==> src/rtl/urt_pkg.sv <==
package urt_pkg;

   localparam int unsigned CTL_W = 8;

   localparam logic [1:0] A_CTL = 2'd0;
   localparam logic [1:0] A_CNT = 2'd1;
   localparam logic [1:0] A_REL = 2'd2;

   typedef struct packed {
      logic tog;      // bit 7
      logic flag;     // bit 6
      logic cap_sel;  // bit 5
      logic irq_en;   // bit 4
      logic src_ext;  // bit 3
      logic dir_ctl;  // bit 2
      logic ext_en;   // bit 1
      logic run;      // bit 0
   } ctl_t;

endpackage

==> src/rtl/urt_pin_sync.sv <==
module urt_pin_sync #(
   parameter int unsigned STAGES = 2
) (
   input  logic clk,
   input  logic rst_n,
   input  logic pin_i,
   output logic level_o,
   output logic fall_o
);

   if (STAGES < 1) begin : g_bad_stages
      $error("urt_pin_sync: STAGES must be at least 1");
   end

   logic [STAGES-1:0] sr_q;
   logic              prev_q;

   if (STAGES == 1) begin : g_single
      always_ff @(posedge clk or negedge rst_n) begin
         if (!rst_n) sr_q <= '0;
         else        sr_q <= pin_i;
      end
   end else begin : g_chain
      always_ff @(posedge clk or negedge rst_n) begin
         if (!rst_n) sr_q <= '0;
         else        sr_q <= {sr_q[STAGES-2:0], pin_i};
      end
   end

   always_ff @(posedge clk or negedge rst_n) begin
      if (!rst_n) prev_q <= 1'b0;
      else        prev_q <= sr_q[STAGES-1];
   end

   assign level_o = sr_q[STAGES-1];
   assign fall_o  = prev_q & ~sr_q[STAGES-1];

   // a detected fall is always followed by a low level one cycle later
   p_fall_low_r12: assert property (@(posedge clk) disable iff (!rst_n)
      fall_o |=> !prev_q);

endmodule

==> src/rtl/urt_count_core.sv <==
module urt_count_core #(
   parameter int unsigned W = 16
) (
   input  logic         clk,
   input  logic         rst_n,
   input  logic         tick_i,
   input  logic         up_i,
   input  logic         xreload_i,
   input  logic [W-1:0] reload_i,
   input  logic         ld_en_i,
   input  logic [W-1:0] ld_val_i,
   output logic [W-1:0] cnt_o,
   output logic         evt_o
);

   localparam logic [W-1:0] ONES = '1;
   localparam logic [W-1:0] ONE  = W'(1);

   if (W < 2) begin : g_bad_w
      $error("urt_count_core: W must be at least 2");
   end

   logic [W-1:0] cnt_q, cnt_d;
   logic         wrap_hit, evt;

   assign wrap_hit = up_i ? (cnt_q == ONES) : (cnt_q == reload_i);
   assign evt      = tick_i & ~ld_en_i & wrap_hit;

   always_comb begin
      cnt_d = cnt_q;
      if (ld_en_i)        cnt_d = ld_val_i;
      else if (evt)       cnt_d = up_i ? reload_i : ONES;
      else if (xreload_i) cnt_d = reload_i;
      else if (tick_i)    cnt_d = up_i ? cnt_q + ONE : cnt_q - ONE;
   end

   always_ff @(posedge clk or negedge rst_n) begin
      if (!rst_n) cnt_q <= '0;
      else        cnt_q <= cnt_d;
   end

   assign cnt_o = cnt_q;
   assign evt_o = evt;

   // up wrap lands on the reload value
   p_up_wrap_r3: assert property (@(posedge clk) disable iff (!rst_n)
      (evt_o && up_i) |=> cnt_o == $past(reload_i));
   // down wrap lands on all ones
   p_down_wrap_r4: assert property (@(posedge clk) disable iff (!rst_n)
      (evt_o && !up_i) |=> cnt_o == ONES);
   // no tick, no reload, no load -> count holds
   p_idle_hold_r2: assert property (@(posedge clk) disable iff (!rst_n)
      (!tick_i && !xreload_i && !ld_en_i) |=> $stable(cnt_o));
   // a software load always lands
   p_load_wins_r11: assert property (@(posedge clk) disable iff (!rst_n)
      ld_en_i |=> cnt_o == $past(ld_val_i));

endmodule

==> src/rtl/updown_reload_timer.sv <==
module updown_reload_timer
   import urt_pkg::*;
#(
   parameter int unsigned CNT_W       = 16,
   parameter int unsigned SYNC_STAGES = 2
) (
   input  logic             clk,
   input  logic             rst_n,
   input  logic             tick_en,
   input  logic             ex_pin,
   input  logic             cnt_pin,
   input  logic             reg_wr,
   input  logic [1:0]       reg_addr,
   input  logic [CNT_W-1:0] reg_wdata,
   output logic [CNT_W-1:0] reg_rdata,
   output logic [CNT_W-1:0] count_o,
   output logic             tog_o,
   output logic             irq_o
);

   if (CNT_W < CTL_W) begin : g_bad_width
      $error("updown_reload_timer: CNT_W must hold the control register");
   end

   ctl_t             ctl_q, ctl_d;
   logic [CNT_W-1:0] rel_q;
   logic [CNT_W-1:0] cnt;
   logic             ex_lvl, ex_fall, cp_lvl, cp_fall;
   logic             active, tick, up, xreload, evt;
   logic             wr_ctl, wr_cnt, wr_rel;

   urt_pin_sync #(.STAGES(SYNC_STAGES)) u_ex_sync (
      .clk(clk), .rst_n(rst_n), .pin_i(ex_pin),
      .level_o(ex_lvl), .fall_o(ex_fall));

   urt_pin_sync #(.STAGES(SYNC_STAGES)) u_cp_sync (
      .clk(clk), .rst_n(rst_n), .pin_i(cnt_pin),
      .level_o(cp_lvl), .fall_o(cp_fall));

   assign wr_ctl = reg_wr && (reg_addr == A_CTL);
   assign wr_cnt = reg_wr && (reg_addr == A_CNT);
   assign wr_rel = reg_wr && (reg_addr == A_REL);

   assign active  = ctl_q.run & ~ctl_q.cap_sel;
   assign tick    = active & (ctl_q.src_ext ? cp_fall : tick_en);
   assign up      = ctl_q.dir_ctl ? ex_lvl : 1'b1;
   assign xreload = active & ctl_q.ext_en & ~ctl_q.dir_ctl & ex_fall & ~wr_cnt;

   urt_count_core #(.W(CNT_W)) u_core (
      .clk(clk), .rst_n(rst_n),
      .tick_i(tick), .up_i(up), .xreload_i(xreload),
      .reload_i(rel_q), .ld_en_i(wr_cnt), .ld_val_i(reg_wdata),
      .cnt_o(cnt), .evt_o(evt));

   always_comb begin
      ctl_d = wr_ctl ? ctl_t'(reg_wdata[CTL_W-1:0]) : ctl_q;
      ctl_d.flag = ctl_d.flag | evt;
      ctl_d.tog  = ctl_d.tog ^ evt;
   end

   always_ff @(posedge clk or negedge rst_n) begin
      if (!rst_n) begin
         ctl_q <= '0;
         rel_q <= '0;
      end else begin
         ctl_q <= ctl_d;
         if (wr_rel) rel_q <= reg_wdata;
      end
   end

   always_comb begin
      case (reg_addr)
         A_CTL:   reg_rdata = CNT_W'(ctl_q);
         A_CNT:   reg_rdata = cnt;
         A_REL:   reg_rdata = rel_q;
         default: reg_rdata = '0;
      endcase
   end

   assign count_o = cnt;
   assign tog_o   = ctl_q.tog;
   assign irq_o   = ctl_q.flag & ctl_q.irq_en;

   // every wrap inverts the toggle flag exactly once
   p_tog_flip_r7: assert property (@(posedge clk) disable iff (!rst_n)
      (evt && !wr_ctl) |=> tog_o != $past(tog_o));
   // wrap flag is sticky without a control write
   p_flag_sticky_r9: assert property (@(posedge clk) disable iff (!rst_n)
      (ctl_q.flag && !wr_ctl) |=> ctl_q.flag);
   // pin reload without a wrap loads the reload value, flag untouched
   p_xreload_r5: assert property (@(posedge clk) disable iff (!rst_n)
      (xreload && !evt && !wr_ctl) |=> (cnt == $past(rel_q)) && (ctl_q.flag == $past(ctl_q.flag)));
   // in direction mode with no tick the pin cannot move the count
   p_dir_noreload_r6: assert property (@(posedge clk) disable iff (!rst_n)
      (ctl_q.dir_ctl && !tick && !wr_cnt) |=> $stable(cnt));
   // frozen while stopped
   p_frozen_r2: assert property (@(posedge clk) disable iff (!rst_n)
      (!active && !wr_cnt) |=> $stable(cnt));

endmodule

==> config.mk <==
export PLATFORM = sky130hd
export DESIGN_NAME = updown_reload_timer
export DESIGN_NICKNAME = d
export VERILOG_FILES = /design/src/rtl/urt_pkg.sv /design/src/rtl/urt_pin_sync.sv /design/src/rtl/urt_count_core.sv /design/src/rtl/updown_reload_timer.sv
export SDC_FILE = /design/constraint.sdc
export NUM_CORES = 1
export LEC_CHECK = 0
export CORE_MARGIN = 3
export CORE_UTILIZATION = 55
export CTS_BUF_LIST = sky130_fd_sc_hd__clkbuf_4 sky130_fd_sc_hd__clkbuf_8 sky130_fd_sc_hd__clkbuf_16
export CTS_CLUSTER_SIZE = 28
export DETAILED_ROUTE_END_ITERATION = 12
export DONT_BUFFER_PORTS = 1
export PLACE_DENSITY = 0.7
export SLEW_MARGIN = 5
export SYNTH_ARGS = -nofsm -noshare
export SYNTH_HDL_FRONTEND = slang
export SYNTH_HIERARCHICAL = 1
export SYNTH_SLANG_ARGS = --single-unit
==> constraint.sdc <==
create_clock -name clk -period 3.05 [get_ports clk]
set_input_delay 0.61 -clock clk [delete_from_list [all_inputs] [get_ports clk]]
set_output_delay 0.61 -clock clk [all_outputs]
set_load 0.01 [all_outputs]
==> summary.txt, run 1 <==
Final min period = 2.80 ns
Status = finished, final reports clean
Area share of the largest cell type after synthesis = 32.9%
Filler Cells Inserted = 533
Pwr Total = 3.16 mW
Clk pwr share = 14.9%
Netlist cell types = 68
DIE AREA = 7360 um2
Flops & latches, synth = 46
WP data arrival = 3.00 ns
Post-synthesis async set-or-reset flop share = 100%
Setup Crit Path Kind = reg -> reg
Sw power = 1.42 mW
Initial antenna violation count = 0
Layout cell share with drive strength beyond 1 = 18.8%
Clock Skews = 0.00658 ns
Global-route usage over all layers = 28.9%
Worst Hold Class = in -> async
Least-Margin Pin Slew = 1.20 ns
Chip width = 85.8 um
Area grow syn2layout = 6.79%
CTS Buffer Depth = 2
Via-per-instance ratio = 6.69
Core area = 6060 um2
Largest net degree at the start of global routing = 47
Cell with the most instances after synthesis = dfrtp_1
Drc violations = 0
N_diodes = 0
I/O pin count = 58
CTS Buf Count = 5
Synth top cells by count = dfrtp_1, nand2_1, a21oi_1, o21ai_0, mux2_2
Most area-consuming cells after synthesis = dfrtp_1, mux2_2, ha_1, mux2i_1, a21oi_1
Post-CTS sizing = 0
First-pass GRT wire length = 16300 um
Top FF cell, synth = dfrtp_1
Synthesized Nets = 402
Floorplan row count = 28
Mapped Cells = 363
CP endpoint kind = flop
Worst skew pair latency = 0.30 ns
Post-route setup TNS = 0 ns
Max-slew violation count = 0
Syn Std Cell Area = 3500 um2
CTS tree = done
Sequential-to-total area share from yosys stat = 32.9%
HPWL after detailed placement = 7380 um
Worst Setup Start Kind = flop
Synth Warn # = 6
Initial core utilization = 57.8%
Die height = 85.8 um
Root buf cell = clkbuf_8
Internal Dissipation = 1.73 mW
Sink Count = 46
Switching Fraction = 45.1%
H-tree depth = 2
Peak supply drop = 0.000494 V
Post-CTS setup buffer count = 0
Area leader, netlist = dfrtp_1
Fmax = 0.357 GHz
Final hold violations = 0
DRT iter0 DRCs = 277
First-pass DRT Iterations = 5
Vias = 2997
NumNets Final = 411
Comb pwr share = 49.5%
Worst-path clk slew = 0.09 ns
LEAKAGE = 1.63 nW
Hold_buf cts = 1
Pwr/cell area = 844 nW/um2
RSZ-0062 raised after global routing = no
Reg power frac = 35.6%
Worst path required time = 3.25 ns
Vias in the first global route = 2956
Post-Route WL = 10100 um
GR Overflow Total = 0
Post-Syn Area per Cell = 9.65 um2
Max_cap viols = 0
Placer Congestion = 0.956
Post-route clock period utilization = 91.9%
Routed Antenna Nets = 0
Port bufs = 0
EDFF count, synth = 0
Rel. slew slack = 19.7%
Routed len/inst = 22.6 um
Worst-path fanout max = 20
# setup viols final = 0
## area by class of cell
cell class	count	area [um2]	share of cell area [%]
Clock buffer	7	83.8	2.24
Inverter	16	60.1	1.61
Tap cell	75	93.8	2.51
Multi-Input combinational cell	288	2190	58.5
Timing Repair Buffer	15	133	3.55
Clock inverter	1	30.0	0.803
Sequential cell	46	1150	30.8
## power by group through the flow
stage	Sequential, mW	Combinational (mW)	Clock [mW]
after floorplan	1.04	1.17	0
after global placement	1.13	1.51	0
after detailed placement	1.13	1.51	0
after CTS	1.12	1.55	0.480
after global routing	1.16	1.72	0.500
final	1.12	1.56	0.471
## registers in the layout, indices dropped and copies added, names as in the netlist
name and cells:
u_ex_sync/sr_q 2, u_core/cnt_o 16, u_cp_sync/sr_q 2, u_ex_sync/prev_q 1, ctl_q 7, u_cp_sync/prev_q 1, rel_q 16, tog_o 1
## metrics by stage
step	utilization (%)	area, um2	hold slack [ns]	std cells	worst slack, ns
finish	61.7	3740	0.151	448	0.248
global route	61.7	3740	0.153	448	0.0388
CTS	61.7	3740	0.150	448	0.272
detailed placement	59.4	3600	0.315	439	0.281
global placement	59.4	3600	0.315	439	0.333
floorplan	-	3500	0.314	363	0.294
## cells by family (layout without fill, tap and decap cells)
family	after synthesis	after routing	synth area share (%)
compound gates	134	134	27.1
xor+xnor	16	16	4.00
fa+ha+maj	15	15	5.57
buf+inv	29	39	4.64
flops	46	46	32.9
mux	34	34	10.5
simple gates	89	89	15.3
## final timing paths
check,to,slack (ns),from,cells after the start
worst max-delay path,u_core/cnt_o[9]$_DFFE_PN0P_,0.25,u_ex_sync/sr_q[1]$_DFF_PN0_,7
worst min register to register,u_cp_sync/sr_q[1]$_DFF_PN0_,0.36,u_cp_sync/sr_q[0]$_DFF_PN0_,0
worst min-delay path,ctl_q[3]$_DFFE_PN0N_,0.15,rst_n,1
max in group asynchronous,u_ex_sync/prev_q$_DFF_PN0_,2.69,rst_n,1
worst max register to register,u_core/cnt_o[9]$_DFFE_PN0P_,0.25,u_ex_sync/sr_q[1]$_DFF_PN0_,7
min in group clk,u_cp_sync/sr_q[0]$_DFF_PN0_,0.33,cnt_pin,0
## worst max-delay path, cell delays in order, from the launching register on
cell       delay, ns
dfrtp_1         0.42
nand2b_1        0.17
buf_4           0.22
or4_4           0.58
a2111oi_4       0.48
and4_4          0.42
nor3_2          0.10
a221oi_1        0.32
## cell usage in the layout, fill, tap and decap left out, types with 5 or more instances in the layout
cell,count
xor2_1,7
o21a_1,7
nor3_1,5
mux2_2,22
dfrtp_1,46
buf_4,14
clkbuf_8,5
or2b_2,5
a22oi_1,9
inv_1,15
a22o_1,8
a21oi_1,23
mux2i_1,12
a21o_1,8
o31ai_1,6
nor2_1,12
nor2b_1,7
o22ai_1,6
o21ai_0,23
xnor2_1,9
ha_1,14
nand2_1,24
nand2b_1,5
## per-layer routing
metal,GRT usage [%],routed length (um),up-vias
met5,0,0,-
met4,8.63,200,0
met3,7.49,906,16
met2,44.4,4550,126
met1,40.1,4460,1445
li1,-,-,1410
Note: power is estimated with default switching activity, not from simulation.
==> run 2, diff against run 1 <==
--- a/config.mk
+++ b/config.mk
@@ -5,6 +5,7 @@
 export SDC_FILE = /design/constraint.sdc
 export NUM_CORES = 1
 export LEC_CHECK = 0
+export ABC_AREA = 1
 export CORE_MARGIN = 3
 export CORE_UTILIZATION = 55
 export CTS_BUF_LIST = sky130_fd_sc_hd__clkbuf_4 sky130_fd_sc_hd__clkbuf_8 sky130_fd_sc_hd__clkbuf_16
==> run 2 against run 1 <==
Largest power group unchanged; critical path depth is 8 higher; flip-flop and latch count did not move; clock-buffer cell count is 2 lower; hold slack worse by 0.027 ns.
==> summary.txt, run 2 <==
Status = finished, final reports clean
LEAKAGE = 2.48 nW (+52%)
Reg power frac = 35.7% (about the same)
Chip width = 94.1 um (+9.6%)
Initial antenna violation count = 0 (unchanged)
Worst-path fanout max = 37 (+85%)
Filler Cells Inserted = 792 (+49%)
Pwr/cell area = 722 nW/um2 (-14%)
Post-CTS sizing = 0 (unchanged)
Non-Filler Instances = 796 (+78%)
RSZ-0062 raised after global routing = no
Max_cap viols = 0 (unchanged)
Drc violations = 0 (unchanged)
Vias = 4347 (+45%)
Fmax = 0.370 GHz (+3.6%)
NumNets Final = 735 (+79%)
Floorplan row count = 31 (+11%)
Worst Hold Class = in -> async
Mapped Cells = 705 (+94%)
CTS Buffer Depth = 2 (unchanged)
Global-route usage over all layers = 28.4% (-0.45 points)
Clk pwr share = 12.6% (-2.3 points)
Final min period = 2.70 ns (-0.0986 ns)
# setup viols final = 0 (unchanged)
H-tree depth = 2 (unchanged)
Clock Skews = 0.00880 ns (+0.00222 ns)
Rel. slew slack = 49.9% (+30 points)
Post-Route WL = 12500 um (+23%)
Area share of the largest cell type after synthesis = 27.0% (-5.9 points)
DIE AREA = 8850 um2 (+20%)
CP endpoint kind = flop
Via-per-instance ratio = 5.46 (-18%)
Routed len/inst = 15.7 um (-31%)
Setup Crit Path Kind = reg -> reg
Post-CTS setup buffer count = 0 (unchanged)
Post-Syn Area per Cell = 6.05 um2 (-37%)
Switching Fraction = 51.7% (+6.6 points)
CTS Buf Count = 5 (unchanged)
Synth top cells by count = nand2_1, nor2_1, inv_1
Die height = 94.1 um (+9.6%)
Layout cell share with drive strength beyond 1 = 8.03% (-11 points)
Area grow syn2layout = 3.40%
Post-route clock period utilization = 88.7% (-3.2 points)
Sequential-to-total area share from yosys stat = 27.0% (-5.9 points)
Routed Antenna Nets = 0 (unchanged)
HPWL after detailed placement = 9500 um (+29%)
Placer Congestion = 1.02 (+6.4%)
First-pass DRT Iterations = 6 (+1)
Top FF cell, synth = dfrtp_1
Hold_buf cts = 1 (unchanged)
Most frequent cells in the layout = nand2_1, nor2_1, inv_1, nand3_1, dfrtp_1
N_diodes = 0 (unchanged)
Peak supply drop = 0.000378 V (-23%)
CTS tree = done
EDFF count, synth = 0 (unchanged)
Worst skew pair latency = 0.30 ns (about the same)
Synth Warn # = 6 (unchanged)
Largest net degree at the start of global routing = 47 (unchanged)
Worst-path clk slew = 0.10 ns (about the same)
Most area-consuming cells after synthesis = dfrtp_1, nand2_1, nor2_1, nand3_1, inv_1
Area leader, netlist = dfrtp_1
Core area = 7410 um2 (+22%)
Least-Margin Pin Slew = 0.748 ns (-0.448 ns)
Dpl cells = 787 (+79%)
Sw power = 1.65 mW (+16%)
WP data arrival = 2.91 ns (-0.09 ns)
Cell with the most instances after synthesis = nand2_1
Worst path required time = 3.25 ns (about the same)
Worst Setup Start Kind = flop
First-pass GRT wire length = 19800 um (+22%)
I/O pin count = 58 (unchanged)
Port bufs = 0 (unchanged)
Syn Std Cell Area = 4270 um2 (+22%)
Flops & latches, synth = 46 (unchanged)
DRT iter0 DRCs = 328 (+18%)
Comb pwr share = 51.7% (+2.2 points)
Sink Count = 46 (unchanged)
Max-slew violation count = 0 (unchanged)
Netlist cell types = 37 (-46%)
Commonest non-fill, non-tap cell in the layout = nand2_1
Vias in the first global route = 4030 (+36%)
Post-synthesis async set-or-reset flop share = 100% (unchanged)
GR Overflow Total = 0 (unchanged)
Initial core utilization = 57.6% (-0.19 points)
Internal Dissipation = 1.54 mW (-11%)
Synthesized Nets = 744 (+85%)
Root buf cell = clkbuf_8
Final hold violations = 0 (unchanged)
Post-route setup TNS = 0 ns (unchanged)
[run 2: per-stage QoR]
stage	setup slack [ns]	util, %	total power, mW	area, um2	hold WS (ns)
after global placement	0.473	58.0	2.73	4300	0.316
after floorplan	0.162	-	2.30	4270	0.314
after detailed placement	0.390	58.0	2.76	4300	0.317
final	0.346	59.6	3.19	4410	0.124
after CTS	0.384	59.6	3.19	4410	0.137
after global routing	0.179	59.6	3.46	4410	0.128
[run 2: worst paths after layout]
path,startpoint,to,slack [ns],cells past startpoint
worst max-delay path,u_ex_sync/sr_q[1]$_DFF_PN0_,u_core/cnt_o[15]$_DFFE_PN0P_,0.35,15
worst max register to register,u_ex_sync/sr_q[1]$_DFF_PN0_,u_core/cnt_o[15]$_DFFE_PN0P_,0.35,15
worst min-delay path,rst_n,rel_q[10]$_DFFE_PN0P_,0.12,1
max in group asynchronous,rst_n,ctl_q[3]$_DFFE_PN0N_,2.68,1
worst min register to register,u_cp_sync/sr_q[0]$_DFF_PN0_,u_cp_sync/sr_q[1]$_DFF_PN0_,0.37,0
min in group clk,ex_pin,u_ex_sync/sr_q[0]$_DFF_PN0_,0.32,0
[run 2: layout make-up]
cell class,instances,area (um2),area share [%]
inverters,85,322,7.29
clock inverters,3,18.8,0.425
clock buffers,5,68.8,1.56
well taps,99,124,2.81
multi-input cells,551,2640,59.9
repair buffers,7,85.1,1.93
flip-flops and latches,46,1150,26.1
[run 2: worst max-delay path: stages, from the launching register on]
cell	delay, ns
dfrtp_1	0.41
or2_2	0.40
inv_4	0.34
ha_1	0.36
nand2_1	0.15
inv_1	0.07
nand2_1	0.07
nand3_1	0.08
a21oi_1	0.19
nand2_1	0.07
nand2_1	0.07
nand3_1	0.11
nand2_1	0.10
nand2_1	0.05
nand2_1	0.05
nand2_1	0.04
[run 2: cell families (layout without fill, tap and decap cells)]
family / count (synthesis) / after routing / synth area share (%)
flip-flops: 46 / 46 / 27.0
AND/OR/NAND/NOR: 480 / 480 / 47.9
AO/OA/AOI/OAI: 51 / 51 / 7.83
buffers and inverters: 108 / 100 / 11.3
XOR/XNOR: 5 / 5 / 1.38
adder cells (fa/ha/maj): 15 / 15 / 4.57
[run 2: power groups by stage]
stage / Combinational, mW / Clock, mW / Sequential [mW]
after floorplan: 1.30 / 0 / 1.01
after global placement: 1.58 / 0 / 1.15
after detailed placement: 1.61 / 0 / 1.15
after CTS: 1.63 / 0.411 / 1.14
after global routing: 1.87 / 0.432 / 1.16
final: 1.65 / 0.400 / 1.14
[run 2: metal layers]
layer  global-route usage, %  up-vias  wire length [um]
met5                       0        -                 0
met4                    11.2        0               442
met3                    3.77       31               810
met2                    47.9      159              5890
met1                    36.6     1977              5340
li1                        -     2180                 -
